$ cat config.mk
export PLATFORM = sky130hd
export DESIGN_NAME = zx_delay_timer
export DESIGN_NICKNAME = d
export VERILOG_FILES = /design/src/rtl/zxd_pkg.sv /design/src/rtl/zxd_edge.sv /design/src/rtl/zxd_route.sv /design/src/rtl/zxd_channel.sv /design/src/rtl/zx_delay_timer.sv
export SDC_FILE = /design/constraint.sdc
export NUM_CORES = 1
export LEC_CHECK = 0
export BUFFER_PORTS_ARGS = -buffer_cell sky130_fd_sc_hd__buf_4
export CORE_MARGIN = 1
export CORE_UTILIZATION = 28
export CTS_CLUSTER_DIAMETER = 150
export DETAILED_ROUTE_END_ITERATION = 7
export PLACE_DENSITY = 0.43
export SLEW_MARGIN = 20
export SYNTH_ARGS = -nofsm -noshare
export SYNTH_HDL_FRONTEND = slang
export SYNTH_SLANG_ARGS = --single-unit
$ cat constraint.sdc
create_clock -name clk -period 2.1 [get_ports clk]
set_input_delay 0.21 -clock clk [delete_from_list [all_inputs] [get_ports clk]]
set_output_delay 0.21 -clock clk [all_outputs]
set_load 0.02 [all_outputs]
$ cat src/rtl/zxd_pkg.sv
package zxd_pkg;
  localparam int NUM_PH = 3;

  typedef enum logic [1:0] {
    PAIR_VI = 2'b00,
    PAIR_VV = 2'b01,
    PAIR_II = 2'b10
  } pair_mode_e;
endpackage

$ cat src/rtl/zxd_edge.sv
module zxd_edge #(
  parameter int N = 6
) (
  input  logic         clk,
  input  logic         rst,
  input  logic [N-1:0] lvl,
  output logic [N-1:0] rise
);
  logic [N-1:0] lvl_q;

  always_ff @(posedge clk) begin
    if (rst) begin
      lvl_q <= '0;
      rise  <= '0;
    end else begin
      lvl_q <= lvl;
      rise  <= lvl & ~lvl_q;
    end
  end

  // a crossing pulse lasts a single cycle
  AST_RISE_SINGLE: assert property (@(posedge clk) disable iff (rst)
    (rise != '0) |=> ((rise & $past(rise)) == '0));
endmodule

$ cat src/rtl/zxd_route.sv
module zxd_route
  import zxd_pkg::*;
(
  input  pair_mode_e        mode,
  input  logic [NUM_PH-1:0] v_rise,
  input  logic [NUM_PH-1:0] i_rise,
  output logic [NUM_PH-1:0] start,
  output logic [NUM_PH-1:0] stop
);
  always_comb begin
    start = v_rise;
    stop  = i_rise;
    case (mode)
      PAIR_VV: begin
        start[0] = v_rise[0]; stop[0] = v_rise[2];
        start[1] = v_rise[1]; stop[1] = v_rise[2];
        start[2] = v_rise[0]; stop[2] = v_rise[1];
      end
      PAIR_II: begin
        start[0] = i_rise[0]; stop[0] = i_rise[2];
        start[1] = i_rise[1]; stop[1] = i_rise[2];
        start[2] = i_rise[0]; stop[2] = i_rise[1];
      end
      default: begin
        start = v_rise;
        stop  = i_rise;
      end
    endcase
  end
endmodule

$ cat src/rtl/zxd_channel.sv
module zxd_channel #(
  parameter int CNT_W = 16
) (
  input  logic             clk,
  input  logic             rst,
  input  logic             abort,
  input  logic             start,
  input  logic             stop,
  output logic [CNT_W-1:0] result
);
  localparam logic [CNT_W-1:0] CNT_MAX = {CNT_W{1'b1}};

  logic             active;
  logic [CNT_W-1:0] cnt;
  logic [CNT_W-1:0] cnt_next;

  assign cnt_next = (cnt == CNT_MAX) ? CNT_MAX : cnt + 1'b1;

  always_ff @(posedge clk) begin
    if (rst) begin
      active <= 1'b0;
      cnt    <= '0;
      result <= '0;
    end else if (abort) begin
      active <= 1'b0;
      cnt    <= '0;
    end else if (start) begin
      active <= 1'b1;
      cnt    <= '0;
    end else if (active) begin
      if (stop) begin
        result <= cnt_next;
        active <= 1'b0;
      end else begin
        cnt <= cnt_next;
      end
    end
  end

  AST_CNT_SAT: assert property (@(posedge clk) disable iff (rst)
    (active && cnt == CNT_MAX && !abort && !start && !stop) |=> (cnt == CNT_MAX));
  AST_START_CLEAR: assert property (@(posedge clk) disable iff (rst)
    (start && !abort) |=> (active && cnt == '0));
  AST_ABORT_IDLE: assert property (@(posedge clk) disable iff (rst)
    abort |=> !active);
  AST_RESULT_HOLD: assert property (@(posedge clk) disable iff (rst)
    !(active && stop && !start && !abort) |=> $stable(result));
endmodule

$ cat src/rtl/zx_delay_timer.sv
module zx_delay_timer
  import zxd_pkg::*;
#(
  parameter int CNT_W  = 16,
  parameter int ADDR_W = 2
) (
  input  logic              clk,
  input  logic              rst,
  input  logic [1:0]        pair_sel,
  input  logic [NUM_PH-1:0] v_pos,
  input  logic [NUM_PH-1:0] i_pos,
  input  logic [ADDR_W-1:0] rd_addr,
  output logic [CNT_W-1:0]  rd_data
);
  localparam int NSIG = 2 * NUM_PH;

  logic [NSIG-1:0]   rise;
  logic [NUM_PH-1:0] start, stop;
  pair_mode_e        mode_eff, mode_q;
  logic              abort;
  logic [CNT_W-1:0]  res [NUM_PH];
  logic [CNT_W-1:0]  rd_sel;

  zxd_edge #(.N(NSIG)) edge_i (
    .clk (clk),
    .rst (rst),
    .lvl ({i_pos, v_pos}),
    .rise(rise)
  );

  always_comb begin
    case (pair_sel)
      2'b01:   mode_eff = PAIR_VV;
      2'b10:   mode_eff = PAIR_II;
      default: mode_eff = PAIR_VI;
    endcase
  end

  always_ff @(posedge clk) begin
    if (rst) mode_q <= PAIR_VI;
    else     mode_q <= mode_eff;
  end

  assign abort = (mode_eff != mode_q);

  zxd_route route_i (
    .mode  (mode_q),
    .v_rise(rise[NUM_PH-1:0]),
    .i_rise(rise[NSIG-1:NUM_PH]),
    .start (start),
    .stop  (stop)
  );

  for (genvar c = 0; c < NUM_PH; c++) begin : g_ch
    zxd_channel #(.CNT_W(CNT_W)) ch_i (
      .clk   (clk),
      .rst   (rst),
      .abort (abort),
      .start (start[c]),
      .stop  (stop[c]),
      .result(res[c])
    );
  end

  always_comb begin
    rd_sel = '0;
    for (int k = 0; k < NUM_PH; k++)
      if (rd_addr == ADDR_W'(k)) rd_sel = res[k];
  end

  always_ff @(posedge clk) begin
    if (rst) rd_data <= '0;
    else     rd_data <= rd_sel;
  end

  AST_RD_UNUSED: assert property (@(posedge clk) disable iff (rst)
    (rd_addr >= ADDR_W'(NUM_PH)) |=> (rd_data == '0));
  AST_MODE_Q_FOLLOWS: assert property (@(posedge clk) disable iff (rst)
    abort |=> (mode_q == $past(mode_eff)));
endmodule

==> impl_metrics.xml <==
<?xml version="1.0" encoding="UTF-8"?>
<metrics>
  <group name="layout">
    <metric name="final_instance_count_excl_fillers" unit="">1028</metric>
    <metric name="final.fill_count" unit="">2186</metric>
    <metric name="layout-area-overhead-vs-synth" unit="%">25.1</metric>
    <metric name="num_antenna_cells" unit="">0</metric>
    <metric name="drive_above_1_share" unit="%">18.7</metric>
    <metric name="nNetsFinal" unit="">757</metric>
  </group>
  <group name="sta">
    <metric name="tightestPinTransition" unit="ns">0.502</metric>
    <metric name="setup_violation_total_in_the_final_timing_report" unit="">0</metric>
    <metric name="clock.fmax" unit="MHz">485</metric>
    <metric name="fin_crit_sh" unit="%">98.2</metric>
    <metric name="timing.slew.headroom" unit="%">66.5</metric>
    <metric name="clock-skew-final" unit="ns">0.0122</metric>
    <metric name="final_max_slew_viol_count" unit="">0</metric>
    <metric name="rsz0062_at_grt" unit="">yes</metric>
    <metric name="timing.final.hold_violations" unit="">0</metric>
    <metric name="layout_min_cycle_time" unit="ns">2.06</metric>
  </group>
  <group name="pwr">
    <metric name="worst_ir_drop_vdd" unit="V">0.000551</metric>
    <metric name="p_leak" unit="µW">0.00272</metric>
    <metric name="fin_total_pwr" unit="µW">5900</metric>
    <metric name="power_per_cell_area" unit="nW/µm²">780</metric>
  </group>
  <group name="yosys">
    <metric name="post_synth_num_cell_types" unit="">58</metric>
    <metric name="yosys.area.top_type" unit="">dfxtp_1</metric>
    <metric name="postSynthNetCount" unit="">706</metric>
    <metric name="yosys_most_used_dff" unit="">dfxtp_1</metric>
    <metric name="post_synth.cell_area_avg" unit="µm²">8.77</metric>
    <metric name="synth.area.top_cells" unit="">dfxtp_1 43%, nor2_1 7.2%, a311oi_1 5.4%</metric>
    <metric name="synth_top_cell_area_share" unit="%">42.7</metric>
    <metric name="seq_area_frac_synth" unit="%">42.7</metric>
    <metric name="post_synth_instance_area" unit="µm²">6040</metric>
    <metric name="number_of_enable_type_register_cells_in_the_synthesized_netlist" unit="">0</metric>
    <metric name="ys_top_cells_by_count" unit="">129 x dfxtp_1, 116 x nor2_1, 56 x a21oi_1, 37 x a311oi_1, 37 x nand2_1</metric>
    <metric name="synth_warnings" unit="">0</metric>
    <metric name="synth_most_common_cell" unit="">dfxtp_1</metric>
    <metric name="yosys_register_bits" unit="">129</metric>
    <metric name="async_reset_ff_share" unit="%">0</metric>
    <metric name="synthesis.instances" unit="">689</metric>
  </group>
  <group name="detailed_routing">
    <metric name="antenna_left" unit="">0</metric>
    <metric name="drt-initial-drc-count" unit="">222</metric>
    <metric name="dr_total_vias" unit="">5093</metric>
    <metric name="vias_per_cell" unit="">4.95</metric>
    <metric name="post-route-drc-count" unit="">0</metric>
    <metric name="route.detailed.wl_per_inst" unit="µm">15.4</metric>
    <metric name="wirelength" unit="µm">15800</metric>
    <metric name="dr.pass1.iters" unit="">5</metric>
  </group>
  <group name="worst_setup_path">
    <metric name="critical-path-top-delay-family" unit="">simple AND/OR/NAND/NOR gates</metric>
    <metric name="critical_path.startpoint_type" unit="">flip-flop</metric>
    <metric name="end_kind" unit="">flip-flop</metric>
    <metric name="critPathRequiredTime" unit="ns">2.43</metric>
    <metric name="crit_chain" unit="">inv_1, ha_4, or2_2, a32oi_2, and4_4, bufbuf_16, nor2_1, a211oi_1</metric>
    <metric name="worstReg2RegEnd" unit="">g_ch[0].ch_i.result[6]$_SDFFE_PP0P_</metric>
    <metric name="critical_path_max_stage_delay" unit="ns">0.34</metric>
    <metric name="critical_path_arrival" unit="ns">2.39</metric>
    <metric name="worst-path-max-fanout" unit="">14</metric>
    <metric name="worst-path-buf-inv" unit="">2</metric>
    <metric name="worstReg2RegStart" unit="">mode_q[0]$_SDFF_PP0_</metric>
    <metric name="timing.reg2reg.worst_path_depth" unit="">8</metric>
    <metric name="critical_path.slowest_cell" unit="">dfxtp_2</metric>
    <metric name="crit_type" unit="">reg -&gt; reg</metric>
    <metric name="r2r_setup_slack" unit="ns">0.04</metric>
  </group>
  <group name="floorplanning">
    <metric name="io-pin-count" unit="">28</metric>
    <metric name="initial_core_util" unit="%">28.7</metric>
    <metric name="dieArea" unit="µm²">22200</metric>
    <metric name="placement_rows" unit="">53</metric>
    <metric name="floorplan.die.width" unit="µm">149</metric>
    <metric name="core" unit="µm²">21100</metric>
    <metric name="die_height" unit="µm">149</metric>
  </group>
  <group name="place">
    <metric name="port_buffers" unit="">27</metric>
    <metric name="place_congestion" unit="">0.780</metric>
    <metric name="dpl.hpwl" unit="µm">11400</metric>
    <metric name="placedCellCount" unit="">993</metric>
  </group>
  <group name="grt">
    <metric name="antenna_violations_before_repair" unit="">0</metric>
    <metric name="pin_count_of_the_biggest_net_entering_global_routing" unit="">48</metric>
    <metric name="track_usage" unit="%">15.1</metric>
    <metric name="global_route_wire_length_before_repair" unit="µm">25900</metric>
    <metric name="overflow" unit="">0</metric>
    <metric name="grt_pass1_vias" unit="">4901</metric>
  </group>
  <group name="clock_tree">
    <metric name="cts-htree-levels" unit="">4</metric>
    <metric name="cts_tree" unit="">done</metric>
    <metric name="cts_root_buffer" unit="">clkbuf_16</metric>
    <metric name="cts_max_path_buffers" unit="">2</metric>
    <metric name="clkLatencyLatePin" unit="ns">0.42</metric>
    <metric name="cts.sink_count" unit="">129</metric>
    <metric name="numCtsBuffers" unit="">17</metric>
    <metric name="path_clk_slew" unit="ns">0.06</metric>
  </group>
  <group name="run_status">
    <metric name="outcome" unit="">completed</metric>
  </group>
  <group name="worst_hold_path">
    <metric name="origin_of_the_worst_min_delay_path" unit="">v_pos[2]</metric>
    <metric name="hold-path-cell-count" unit="">2</metric>
    <metric name="holdPathEnd" unit="">edge_i.lvl_q[2]$_SDFF_PP0_</metric>
    <metric name="worstHoldPathType" unit="">in -&gt; reg</metric>
  </group>
  <group name="flow_run">
    <metric name="cap_violations" unit="">0</metric>
  </group>
</metrics>
cell usage in the layout, fill, tap and decap left out, types with 6 or more instances in the layout:
| master | netlist | final |
|---|---|---|
| and3_1 | 12 | 12 |
| nand2_1 | 37 | 37 |
| a311oi_1 | 37 | 37 |
| xnor2_1 | 22 | 22 |
| a21oi_1 | 56 | 56 |
| nor2_1 | 116 | 116 |
| nor3_1 | 14 | 12 |
| mux2i_1 | 27 | 27 |
| clkbuf_16 | 0 | 17 |
| mux2_2 | 6 | 6 |
| nand3_1 | 24 | 23 |
| or2_2 | 6 | 6 |
| a22o_1 | 7 | 7 |
| inv_1 | 9 | 9 |
| nand4_1 | 13 | 13 |
| buf_4 | 4 | 67 |
| and4_1 | 7 | 6 |
| nand2b_1 | 6 | 6 |
| nor2b_1 | 19 | 18 |
| xor2_1 | 8 | 8 |
| a211oi_1 | 26 | 26 |
| dfxtp_1 | 129 | 127 |
| o21ai_0 | 7 | 7 |
| buf_12 | 0 | 9 |
what timing repair did:
item / 4_1_cts / 5_1_grt
endpoints found under the hold margin: 2 / 0
endpoints found under the setup margin: 24 / 18
pin swaps: 1 / 3
gates resized for setup: 7 / 6
buffers inserted: 0 / 0
gates cloned: 1 / 0
hold buffers: 2 / 0
worst max path at each step:
| stage | startpoint | slack (ns) | endpoint | depth (start not counted) |
|---|---|---|---|---|
| 2_1_floorplan | mode_q[0]$_SDFF_PP0_ | 0.02 | g_ch[1].ch_i.result[11]$_SDFFE_PP0P_ | 9 |
| 3_3_place_gp | mode_q[0]$_SDFF_PP0_ | -0.02 | g_ch[0].ch_i.result[12]$_SDFFE_PP0P_ | 8 |
| 3_5_place_dp | mode_q[0]$_SDFF_PP0_ | -0.07 | g_ch[0].ch_i.result[14]$_SDFFE_PP0P_ | 8 |
| 4_1_cts | mode_q[0]$_SDFF_PP0_ | 0.03 | g_ch[0].ch_i.result[6]$_SDFFE_PP0P_ | 8 |
| 5_1_grt | mode_q[0]$_SDFF_PP0_ | -0.05 | g_ch[0].ch_i.result[8]$_SDFFE_PP0P_ | 8 |
| 6_report | mode_q[0]$_SDFF_PP0_ | 0.04 | g_ch[0].ch_i.result[6]$_SDFFE_PP0P_ | 8 |
power by group:
part	switching, µW	total, µW	internal [µW]
registers	15.1	2490	2470
clock network	1110	3150	2030
logic	153	267	114
layer usage:
metal	global-route usage, %	share of wire [%]	up-vias
li1	-	-	2621
met1	20.0	48	2391
met2	24.2	48	62
met3	3.24	2.4	19
met4	4.90	1.5	0
met5	0	0	-
cells by family after synthesis:
| family | after synthesis | synth area share [%] |
|---|---|---|
| xor gates and xnor gates | 30 | 4.35 |
| muxes | 33 | 5.59 |
| adders and majority gates | 5 | 1.04 |
| and+or+nand+nor | 277 | 23.2 |
| buffers and inverters | 56 | 4.64 |
| DFF | 129 | 42.7 |
| AOI/OAI and AO/OA | 159 | 18.5 |
per-stage QoR:
stage	instance area, µm²	util, %	worst slack, ns	hold slack (ns)	setup TNS, ns
floorplan	6050	-	0.0176	0.286	0
global placement	6820	32.4	-0.0176	0.373	-0.0406
detailed placement	6820	32.4	-0.0691	0.373	-0.644
CTS	7530	35.7	0.0328	0.0243	0
global route	7560	35.9	-0.0453	0.0531	-0.197
finish	7560	35.9	0.0386	0.0405	0
worst reg2reg max path: cells and delay by family, from the launching register on:
kind / cells / cell delay [ns]
and+or+nand+nor: 3 / 0.65
AOI/OAI and AO/OA: 2 / 0.37
buffers and inverters: 2 / 0.36
DFF: 1 / 0.34
adders and majority gates: 1 / 0.26
area by class of cell:
class | count | area [µm²] | share of cell area (%)
clock inverter | 11 | 178 | 2.35
inverter | 9 | 33.8 | 0.447
tap | 275 | 344 | 4.55
multi-input combinational | 504 | 3230 | 42.8
sequential | 129 | 2580 | 34.2
clock buffer | 21 | 450 | 5.96
timing repair buffer | 79 | 736 | 9.73
registers in the layout, summed over array words and instances (netlist names):
name / cells
g_ch.ch_i.cnt: 48
g_ch.ch_i.result: 48
rd_data: 16
edge_i.lvl_q: 6
edge_i.rise: 6
g_ch.ch_i.active: 3
mode_q: 2
(Power assumes the default switching activity.)
